[config.mk]
export PLATFORM = sky130hd
export DESIGN_NAME = hc_xlate
export DESIGN_NICKNAME = d
export VERILOG_FILES = /design/src/rtl/hc_xlate_pkg.sv /design/src/rtl/hc_xlate_decode.sv /design/src/rtl/hc_xlate_seq.sv /design/src/rtl/hc_xlate.sv
export SDC_FILE = /design/constraint.sdc
export NUM_CORES = 1
export LEC_CHECK = 0
export BUFFER_PORTS_ARGS = -buffer_cell sky130_fd_sc_hd__clkbuf_2
export CAP_MARGIN = 25
export CORE_ASPECT_RATIO = 0.8
export CORE_UTILIZATION = 40
export CTS_BUF_LIST = sky130_fd_sc_hd__clkbuf_16
export CTS_CLUSTER_DIAMETER = 80
export DETAILED_ROUTE_END_ITERATION = 12
export SETUP_SLACK_MARGIN = 0.15
export SYNTH_ARGS = -nofsm -noshare
export SYNTH_HDL_FRONTEND = slang
export SYNTH_HIERARCHICAL = 1
export SYNTH_SLANG_ARGS = --single-unit
[constraint.sdc]
create_clock -name clk -period 2.3 [get_ports clk]
set_input_delay 0.69 -clock clk [delete_from_list [all_inputs] [get_ports clk]]
set_output_delay 0.69 -clock clk [all_outputs]
set_load 0.01 [all_outputs]
[src/rtl/hc_xlate_pkg.sv]
package hc_xlate_pkg;
  typedef enum logic [3:0] {
    HC_DEFER      = 4'd0,
    HC_IACK       = 4'd1,
    HC_SPECIAL    = 4'd2,
    HC_IO_RD      = 4'd3,
    HC_IO_WR      = 4'd4,
    HC_RD_INVAL   = 4'd5,
    HC_CODE_RD    = 4'd6,
    HC_DATA_RD    = 4'd7,
    HC_BRANCH_MSG = 4'd8
  } hcmd_e;

  localparam logic [3:0] PCI_IACK     = 4'h0;
  localparam logic [3:0] PCI_SPECIAL  = 4'h1;
  localparam logic [3:0] PCI_IO_RD    = 4'h2;
  localparam logic [3:0] PCI_IO_WR    = 4'h3;
  localparam logic [3:0] PCI_MEM_RD   = 4'h6;
  localparam logic [3:0] PCI_MEM_LINE = 4'hE;

  localparam logic [1:0] LEN_SHORT = 2'd0;
  localparam logic [1:0] LEN_16B   = 2'd1;
  localparam logic [1:0] LEN_32B   = 2'd2;

  localparam logic [1:0] SPC_STOPCLK = 2'd1;

  typedef enum logic [1:0] {ST_IDLE, ST_WAIT, ST_SEND} xl_state_e;
endpackage

[src/rtl/hc_xlate_decode.sv]
module hc_xlate_decode
  import hc_xlate_pkg::*;
#(
  parameter int ADDR_W = 36,
  parameter int PBE_W  = 4,
  parameter int DW_W   = 4
) (
  input  logic [3:0]         cmd_i,
  input  logic [1:0]         len_i,
  input  logic [2*PBE_W-1:0] be_i,
  input  logic [ADDR_W-1:0]  addr_i,
  input  logic [1:0]         spc_i,
  output logic [1:0]         n_o,
  output logic [3:0]         c0_o,
  output logic [3:0]         c1_o,
  output logic [ADDR_W-1:0]  a0_o,
  output logic [ADDR_W-1:0]  a1_o,
  output logic [DW_W-1:0]    w0_o,
  output logic [PBE_W-1:0]   b0_o,
  output logic [PBE_W-1:0]   b1_o
);
  localparam logic [ADDR_W-1:0] ALIGN8  = ~(ADDR_W'(7));
  localparam logic [ADDR_W-1:0] ALIGN16 = ~(ADDR_W'(15));
  localparam logic [ADDR_W-1:0] ALIGN32 = ~(ADDR_W'(31));
  localparam logic [ADDR_W-1:0] HALF_UP = ADDR_W'(4);
  localparam logic [DW_W-1:0]   DW1 = DW_W'(1);
  localparam logic [DW_W-1:0]   DW2 = DW_W'(2);
  localparam logic [DW_W-1:0]   DW4 = DW_W'(4);
  localparam logic [DW_W-1:0]   DW8 = DW_W'(8);

  logic [PBE_W-1:0]  be_lo, be_hi;
  logic              any_lo, any_hi, all_set, do_split;
  logic [3:0]        split_cmd;
  logic [ADDR_W-1:0] a_lo;

  assign be_lo   = be_i[PBE_W-1:0];
  assign be_hi   = be_i[2*PBE_W-1:PBE_W];
  assign any_lo  = |be_lo;
  assign any_hi  = |be_hi;
  assign all_set = &be_i;
  assign a_lo    = addr_i & ALIGN8;

  always_comb begin
    n_o       = 2'd0;
    c0_o      = PCI_IACK;
    c1_o      = PCI_IACK;
    a0_o      = a_lo;
    a1_o      = a_lo | HALF_UP;
    w0_o      = DW1;
    b0_o      = '0;
    b1_o      = ~be_hi;
    do_split  = 1'b0;
    split_cmd = PCI_MEM_RD;
    case (cmd_i)
      HC_IACK: if (len_i == LEN_SHORT) begin
        n_o  = 2'd1;
        c0_o = PCI_IACK;
        b0_o = {{(PBE_W-1){1'b1}}, 1'b0};
      end
      HC_SPECIAL: if (spc_i == SPC_STOPCLK) begin
        n_o  = 2'd1;
        c0_o = PCI_SPECIAL;
      end
      HC_IO_RD: if (len_i == LEN_SHORT) begin
        do_split  = 1'b1;
        split_cmd = PCI_IO_RD;
      end
      HC_IO_WR: if (len_i == LEN_SHORT) begin
        do_split  = 1'b1;
        split_cmd = PCI_IO_WR;
      end
      HC_RD_INVAL: begin
        n_o  = 2'd1;
        c0_o = PCI_MEM_LINE;
        a0_o = addr_i & ALIGN32;
        w0_o = DW8;
      end
      HC_CODE_RD, HC_DATA_RD: begin
        case (len_i)
          LEN_SHORT: if (all_set) begin
            n_o  = 2'd1;
            c0_o = PCI_MEM_RD;
            w0_o = DW2;
          end else begin
            do_split  = 1'b1;
            split_cmd = PCI_MEM_RD;
          end
          LEN_16B: begin
            n_o  = 2'd1;
            c0_o = PCI_MEM_RD;
            a0_o = addr_i & ALIGN16;
            w0_o = DW4;
          end
          LEN_32B: begin
            n_o  = 2'd1;
            c0_o = PCI_MEM_LINE;
            a0_o = addr_i & ALIGN32;
            w0_o = DW8;
          end
          default: ;
        endcase
      end
      default: ;
    endcase

    if (do_split) begin
      c0_o = split_cmd;
      c1_o = split_cmd;
      if (any_lo) begin
        b0_o = ~be_lo;
        n_o  = any_hi ? 2'd2 : 2'd1;
      end else if (any_hi) begin
        n_o  = 2'd1;
        a0_o = a_lo | HALF_UP;
        b0_o = ~be_hi;
      end
    end
  end
endmodule

[src/rtl/hc_xlate_seq.sv]
module hc_xlate_seq
  import hc_xlate_pkg::*;
#(
  parameter int ADDR_W = 36,
  parameter int PBE_W  = 4,
  parameter int DW_W   = 4
) (
  input  logic              clk,
  input  logic              rst_n,
  input  logic              in_valid,
  output logic              in_ready,
  input  logic [1:0]        n_i,
  input  logic [3:0]        c0_i,
  input  logic [3:0]        c1_i,
  input  logic [ADDR_W-1:0] a0_i,
  input  logic [ADDR_W-1:0] a1_i,
  input  logic [DW_W-1:0]   w0_i,
  input  logic [PBE_W-1:0]  b0_i,
  input  logic [PBE_W-1:0]  b1_i,
  output logic              bus_req,
  input  logic              bus_gnt,
  input  logic              commit,
  output logic              out_valid,
  input  logic              out_ready,
  output logic [3:0]        out_cmd,
  output logic [ADDR_W-1:0] out_addr,
  output logic [DW_W-1:0]   out_dwords,
  output logic [PBE_W-1:0]  out_be_n
);
  localparam logic [DW_W-1:0] DW1 = DW_W'(1);

  xl_state_e         st;
  logic              two, idx, gnt_seen, cmt_seen, accept, go;
  logic [3:0]        r_c0, r_c1;
  logic [ADDR_W-1:0] r_a0, r_a1;
  logic [DW_W-1:0]   r_w0;
  logic [PBE_W-1:0]  r_b0, r_b1;

  assign accept = in_valid && (st == ST_IDLE);
  assign go     = (bus_gnt || gnt_seen) && (commit || cmt_seen);

  always_ff @(posedge clk or negedge rst_n) begin
    if (!rst_n) begin
      st       <= ST_IDLE;
      two      <= 1'b0;
      idx      <= 1'b0;
      gnt_seen <= 1'b0;
      cmt_seen <= 1'b0;
      r_c0     <= '0;
      r_c1     <= '0;
      r_a0     <= '0;
      r_a1     <= '0;
      r_w0     <= '0;
      r_b0     <= '0;
      r_b1     <= '0;
    end else begin
      case (st)
        ST_IDLE: if (accept && n_i != 2'd0) begin
          st       <= ST_WAIT;
          two      <= (n_i == 2'd2);
          idx      <= 1'b0;
          gnt_seen <= 1'b0;
          cmt_seen <= commit;
          r_c0     <= c0_i;
          r_c1     <= c1_i;
          r_a0     <= a0_i;
          r_a1     <= a1_i;
          r_w0     <= w0_i;
          r_b0     <= b0_i;
          r_b1     <= b1_i;
        end
        ST_WAIT: begin
          gnt_seen <= gnt_seen | bus_gnt;
          cmt_seen <= cmt_seen | commit;
          if (go) st <= ST_SEND;
        end
        ST_SEND: if (out_ready) begin
          if (idx == two) st <= ST_IDLE;
          else            idx <= 1'b1;
        end
        default: st <= ST_IDLE;
      endcase
    end
  end

  assign in_ready   = (st == ST_IDLE);
  assign bus_req    = (st != ST_IDLE);
  assign out_valid  = (st == ST_SEND);
  assign out_cmd    = idx ? r_c1 : r_c0;
  assign out_addr   = idx ? r_a1 : r_a0;
  assign out_dwords = idx ? DW1  : r_w0;
  assign out_be_n   = idx ? r_b1 : r_b0;
endmodule

[src/rtl/hc_xlate.sv]
module hc_xlate
  import hc_xlate_pkg::*;
#(
  parameter int ADDR_W = 36,
  parameter int PBE_W  = 4,
  parameter int DW_W   = 4
) (
  input  logic              clk,
  input  logic              rst_n,
  input  logic              in_valid,
  output logic              in_ready,
  input  logic [3:0]        in_cmd,
  input  logic [1:0]        in_len,
  input  logic [2*PBE_W-1:0] in_be,
  input  logic [ADDR_W-1:0] in_addr,
  input  logic [1:0]        in_spc,
  output logic              bus_req,
  input  logic              bus_gnt,
  input  logic              commit,
  output logic              out_valid,
  input  logic              out_ready,
  output logic [3:0]        out_cmd,
  output logic [ADDR_W-1:0] out_addr,
  output logic [DW_W-1:0]   out_dwords,
  output logic [PBE_W-1:0]  out_be_n
);
  logic [1:0]        d_n;
  logic [3:0]        d_c0, d_c1;
  logic [ADDR_W-1:0] d_a0, d_a1;
  logic [DW_W-1:0]   d_w0;
  logic [PBE_W-1:0]  d_b0, d_b1;

  hc_xlate_decode #(.ADDR_W(ADDR_W), .PBE_W(PBE_W), .DW_W(DW_W)) u_dec (
    .cmd_i(in_cmd), .len_i(in_len), .be_i(in_be), .addr_i(in_addr), .spc_i(in_spc),
    .n_o(d_n), .c0_o(d_c0), .c1_o(d_c1), .a0_o(d_a0), .a1_o(d_a1),
    .w0_o(d_w0), .b0_o(d_b0), .b1_o(d_b1)
  );

  hc_xlate_seq #(.ADDR_W(ADDR_W), .PBE_W(PBE_W), .DW_W(DW_W)) u_seq (
    .clk(clk), .rst_n(rst_n), .in_valid(in_valid), .in_ready(in_ready),
    .n_i(d_n), .c0_i(d_c0), .c1_i(d_c1), .a0_i(d_a0), .a1_i(d_a1),
    .w0_i(d_w0), .b0_i(d_b0), .b1_i(d_b1),
    .bus_req(bus_req), .bus_gnt(bus_gnt), .commit(commit),
    .out_valid(out_valid), .out_ready(out_ready), .out_cmd(out_cmd),
    .out_addr(out_addr), .out_dwords(out_dwords), .out_be_n(out_be_n)
  );
endmodule

==> qor.log <==
[die] die span in x 135 um
[critical_path] delay of the slowest critical-path stage 0.30 ns
[detailed_routing] 1st-pass router iterations 4
[timing] final-report max-slew violation count 0
[critical_path] endpoint arrival time on the critical path 2.73 ns
[place] detailed-placement wirelength estimate 7770 um
[cts] number of CTS-inserted buffers 9
[timing] Final Hold Vio Count 0
[critical_path] Crit Path Class in -> reg
[run_status] violated checks negative setup slack
[die] die area 14700 um^2
[detailed_routing] number of vias per cell 4.94
[logic_synthesis] fraction of registers with async set/reset 1.00
[grt] maximum number of pins on one net before global-route repair 33
[logic_synthesis] parity-gate share of the synthesized area counting xor and xnor cells 0.00154
[cts] clock edge transition at the registers on the reported setup and hold paths 0.07 ns
[detailed_routing] DRC marker count from the first detailed-route iteration 130
[logic_synthesis] share of cell area taken by muxes after synthesis 0.315
[critical_path] startpoint types input port
[logic_synthesis] simple-gate portion of the synthesized area 0.0542
[timing] setup slack after layout -0.206 ns
[cts] clock latency of the later-clocked register in the worst-skew pair 0.35 ns
[detailed_routing] DRT Wirelength 12900 um
[power] Power Dens Cells 1250 nW/um^2
[critical_path] largest fanout on the critical path 7
[logic_synthesis] average footprint of a synthesized cell 13.1 um^2
[finish] final design area excluding fillers 7610 um^2
[place] final RePlAce weighted congestion 0.766
[critical_path] buffers plus inverters on the worst setup path 5
[job] Max Cap Violations 0
[critical_path] critical path cell sequence clkbuf_16, inv_16, ha_4, nand2b_4, a311o_1, a21bo_2, a32oi_2, o21a_4, buf_12, buf_12, buf_16, mux2_4
[critical_path] Critical-path top delay cell sky130_fd_sc_hd__a311o_1
[cts] worst-case clock buffer depth 2
[logic_synthesis] portion of the post-synthesis area used by sequential elements 0.432
[finish] leading cell types in the layout, fill and taps excluded sky130_fd_sc_hd__mux2_4 (112), sky130_fd_sc_hd__dfrtp_1 (97), sky130_fd_sc_hd__buf_6 (61)
[critical_path] required time at the endpoint of the critical path 2.53 ns
[timing] Post-Route Skew 0.00745 ns
[finish] Layout Cells excl Fill 727
[grt] total gr overflow 0
[timing] worst hold slack 0.262 ns
[finish] leading cell type in the layout, fill and taps excluded sky130_fd_sc_hd__mux2_4
[grt] number of antenna violations at the first check in global routing 0
[place] instance area after placement 6180 um^2
[detailed_routing] DRC 0
[timing] Peak Freq 399 MHz
[detailed_routing] routed len/inst 17.7 um
[finish] count of nets after finishing 606
[finish] share of post-route cells with drive strength above 1 0.651
[place] number of cells in the design after placement 677
[timing] # setup viols final 92
[logic_synthesis] Post-Syn Area 5680 um^2
[logic_synthesis] number of flip-flops and latches in the synthesized netlist 98
[timing] crit path time final 2.51 ns
[finish] relative area change from synthesis to final layout 34.1%
[grt] wire length of the first global-routing pass 19100 um
[die] area of the core region 13700 um^2
[timing] setup repair after global routing missed its margin true
[cts] count of clock tree sinks 98
[die] height of the die 109 um
[detailed_routing] Antenna Nets Post-Route 0
[cts] CTS Hold Bufs 0
[logic_synthesis] post-synthesis compound-gate area fraction 0.0441
[detailed_routing] Via Count 3589
[logic_synthesis] count of flip-flops with a built-in enable after synthesis 0
[cts] H-Tree Depth 3
[timing] Tcrit/Tclk final 1.09
[logic_synthesis] Adder-Cell Fraction of Synth Area 0.0110
[finish] antenna cell count 0
[cts] clock root buffer sky130_fd_sc_hd__clkbuf_16
[power] final total power 9.48 mW
[critical_path] Worst Setup End Kind flop
[power] worst voltage drop across the vdd grid 906 uV
[critical_path] top cell family by delay on the critical path compound AO/OA/AOI/OAI gates
[place] I/O Buffers 105
[power] leakage power figure 3.58 nW
[grt] via count of the first global-routing pass 3622
[die] number of rows created at floorplan 38
[logic_synthesis] post-synthesis instance total 433
[logic_synthesis] combinational family with the most area after synthesis multiplexers
[die] I/O pin cnt 109
[critical_path] most numerous cell on the critical path sky130_fd_sc_hd__buf_12
[logic_synthesis] total number of yosys warnings 6
[min_path] Worst Hold Class in -> async
[cts] clock tree from TritonCTS yes
[die] starting density of the core 0.415
[logic_synthesis] leading register cell type out of synthesis sky130_fd_sc_hd__dfrtp_1
[run_status] status finished, violations left
[logic_synthesis] Yosys cell types 47
[grt] overall fraction of global-route tracks in use 0.172
sequential cells by signal, summed over array words and instances (netlist names):
| name | count |
|---|---|
| u_seq/r_a1 | 36 |
| u_seq/r_b1 | 4 |
| u_seq/st | 2 |
| u_seq/r_c1 | 4 |
| u_seq/gnt_seen | 1 |
| u_seq/r_a0 | 36 |
| u_seq/idx | 1 |
| u_seq/r_c0 | 4 |
| u_seq/r_w0 | 4 |
| u_seq/r_b0 | 4 |
| u_seq/cmt_seen | 1 |
| u_seq/two | 1 |
metal layers:
layer | GRT usage | wire (um)
met1 | 0.233 | 6180
met3 | 0.0441 | 590
met5 | 0 | 0
met2 | 0.272 | 5970
met4 | 0.0474 | 128
per-stage QoR:
step                       util  setup slack [ns]  setup TNS (ns)
after detailed placement  0.452            -0.651          -56.24
after global routing      0.556            -0.242          -17.67
after global placement    0.452            -0.663          -57.52
after CTS                 0.512            -0.158          -10.01
after floorplan               -            -0.304          -25.72
final                     0.556            -0.206          -14.72
synthesized netlist by cell type, types with 2 or more instances:
| master | count | area, um^2 |
|---|---|---|
| sky130_fd_sc_hd__inv_1 | 10 | 37.5 |
| sky130_fd_sc_hd__conb_1 | 2 | 7.51 |
| sky130_fd_sc_hd__buf_4 | 73 | 548 |
| sky130_fd_sc_hd__buf_2 | 5 | 25.0 |
| sky130_fd_sc_hd__dfrtp_1 | 98 | 2450 |
| sky130_fd_sc_hd__a311o_1 | 2 | 20.0 |
| sky130_fd_sc_hd__o21ai_0 | 10 | 50.1 |
| sky130_fd_sc_hd__nor4_2 | 2 | 25.0 |
| sky130_fd_sc_hd__nor2b_1 | 6 | 37.5 |
| sky130_fd_sc_hd__o31ai_1 | 3 | 22.5 |
| sky130_fd_sc_hd__nand2_1 | 8 | 30.0 |
| sky130_fd_sc_hd__buf_12 | 8 | 160 |
| sky130_fd_sc_hd__a21oi_1 | 7 | 35.0 |
| sky130_fd_sc_hd__ha_1 | 5 | 62.6 |
| sky130_fd_sc_hd__nand4_1 | 2 | 12.5 |
| sky130_fd_sc_hd__mux2_4 | 69 | 1040 |
| sky130_fd_sc_hd__nor3_1 | 3 | 15.0 |
| sky130_fd_sc_hd__a31oi_1 | 2 | 12.5 |
| sky130_fd_sc_hd__mux2_2 | 67 | 754 |
| sky130_fd_sc_hd__and4_1 | 2 | 17.5 |
| sky130_fd_sc_hd__nor2_1 | 13 | 48.8 |
| sky130_fd_sc_hd__nand3b_1 | 2 | 15.0 |
| sky130_fd_sc_hd__nand2b_1 | 4 | 25.0 |
| sky130_fd_sc_hd__and2_1 | 3 | 18.8 |
| sky130_fd_sc_hd__o21a_1 | 4 | 30.0 |
| sky130_fd_sc_hd__clkbuf_1 | 2 | 7.51 |
what timing repair did:
item,in CTS,in global routing
gates resized for setup,58,125
endpoints found under the setup margin,140,141
gates cloned,8,7
pin swaps,8,8
setup buffers,16,4
where the power goes:
part           internal (mW)  switching, mW
sequential              2.49          0.466
combinational           3.41           1.75
clock                  0.720          0.644
cell type report:
type	instances	area [um^2]
fill	1125	6080
multi-input combinational	238	2710
sequential	98	2450
timing repair buffer	185	1900
clock buffer	9	225
tap	180	225
inverter	11	65.1
clock inverter	6	36.3
final timing paths:
path,startpoint,endpoint,slack [ns],cells after the start
min in group clk,u_seq/gnt_seen$_DFFE_PN0P_,u_seq/gnt_seen$_DFFE_PN0P_,0.49,1
max in group asynchronous,rst_n,u_seq/idx$_DFFE_PN0P_,1.47,2
hold / removal,rst_n,u_seq/r_a1[33]$_DFFE_PN0P_,0.26,1
hold reg to reg,u_seq/gnt_seen$_DFFE_PN0P_,u_seq/gnt_seen$_DFFE_PN0P_,0.49,1
setup reg to reg,u_seq/st[0]$_DFFE_PN0P_,u_seq/r_a0[1]$_DFFE_PN0P_,0.46,6
setup / recovery,in_len[1],u_seq/r_a0[1]$_DFFE_PN0P_,-0.21,12
cell families (layout without fill, tap and decap cells):
family	Yosys count	count (layout)
compound gates	37	37
fa+ha+maj	5	5
xor+xnor	1	1
simple gates	53	53
buf+inv	101	211
flops	98	98
mux	136	136
other cells	2	6
(Power assumes the default switching activity.)
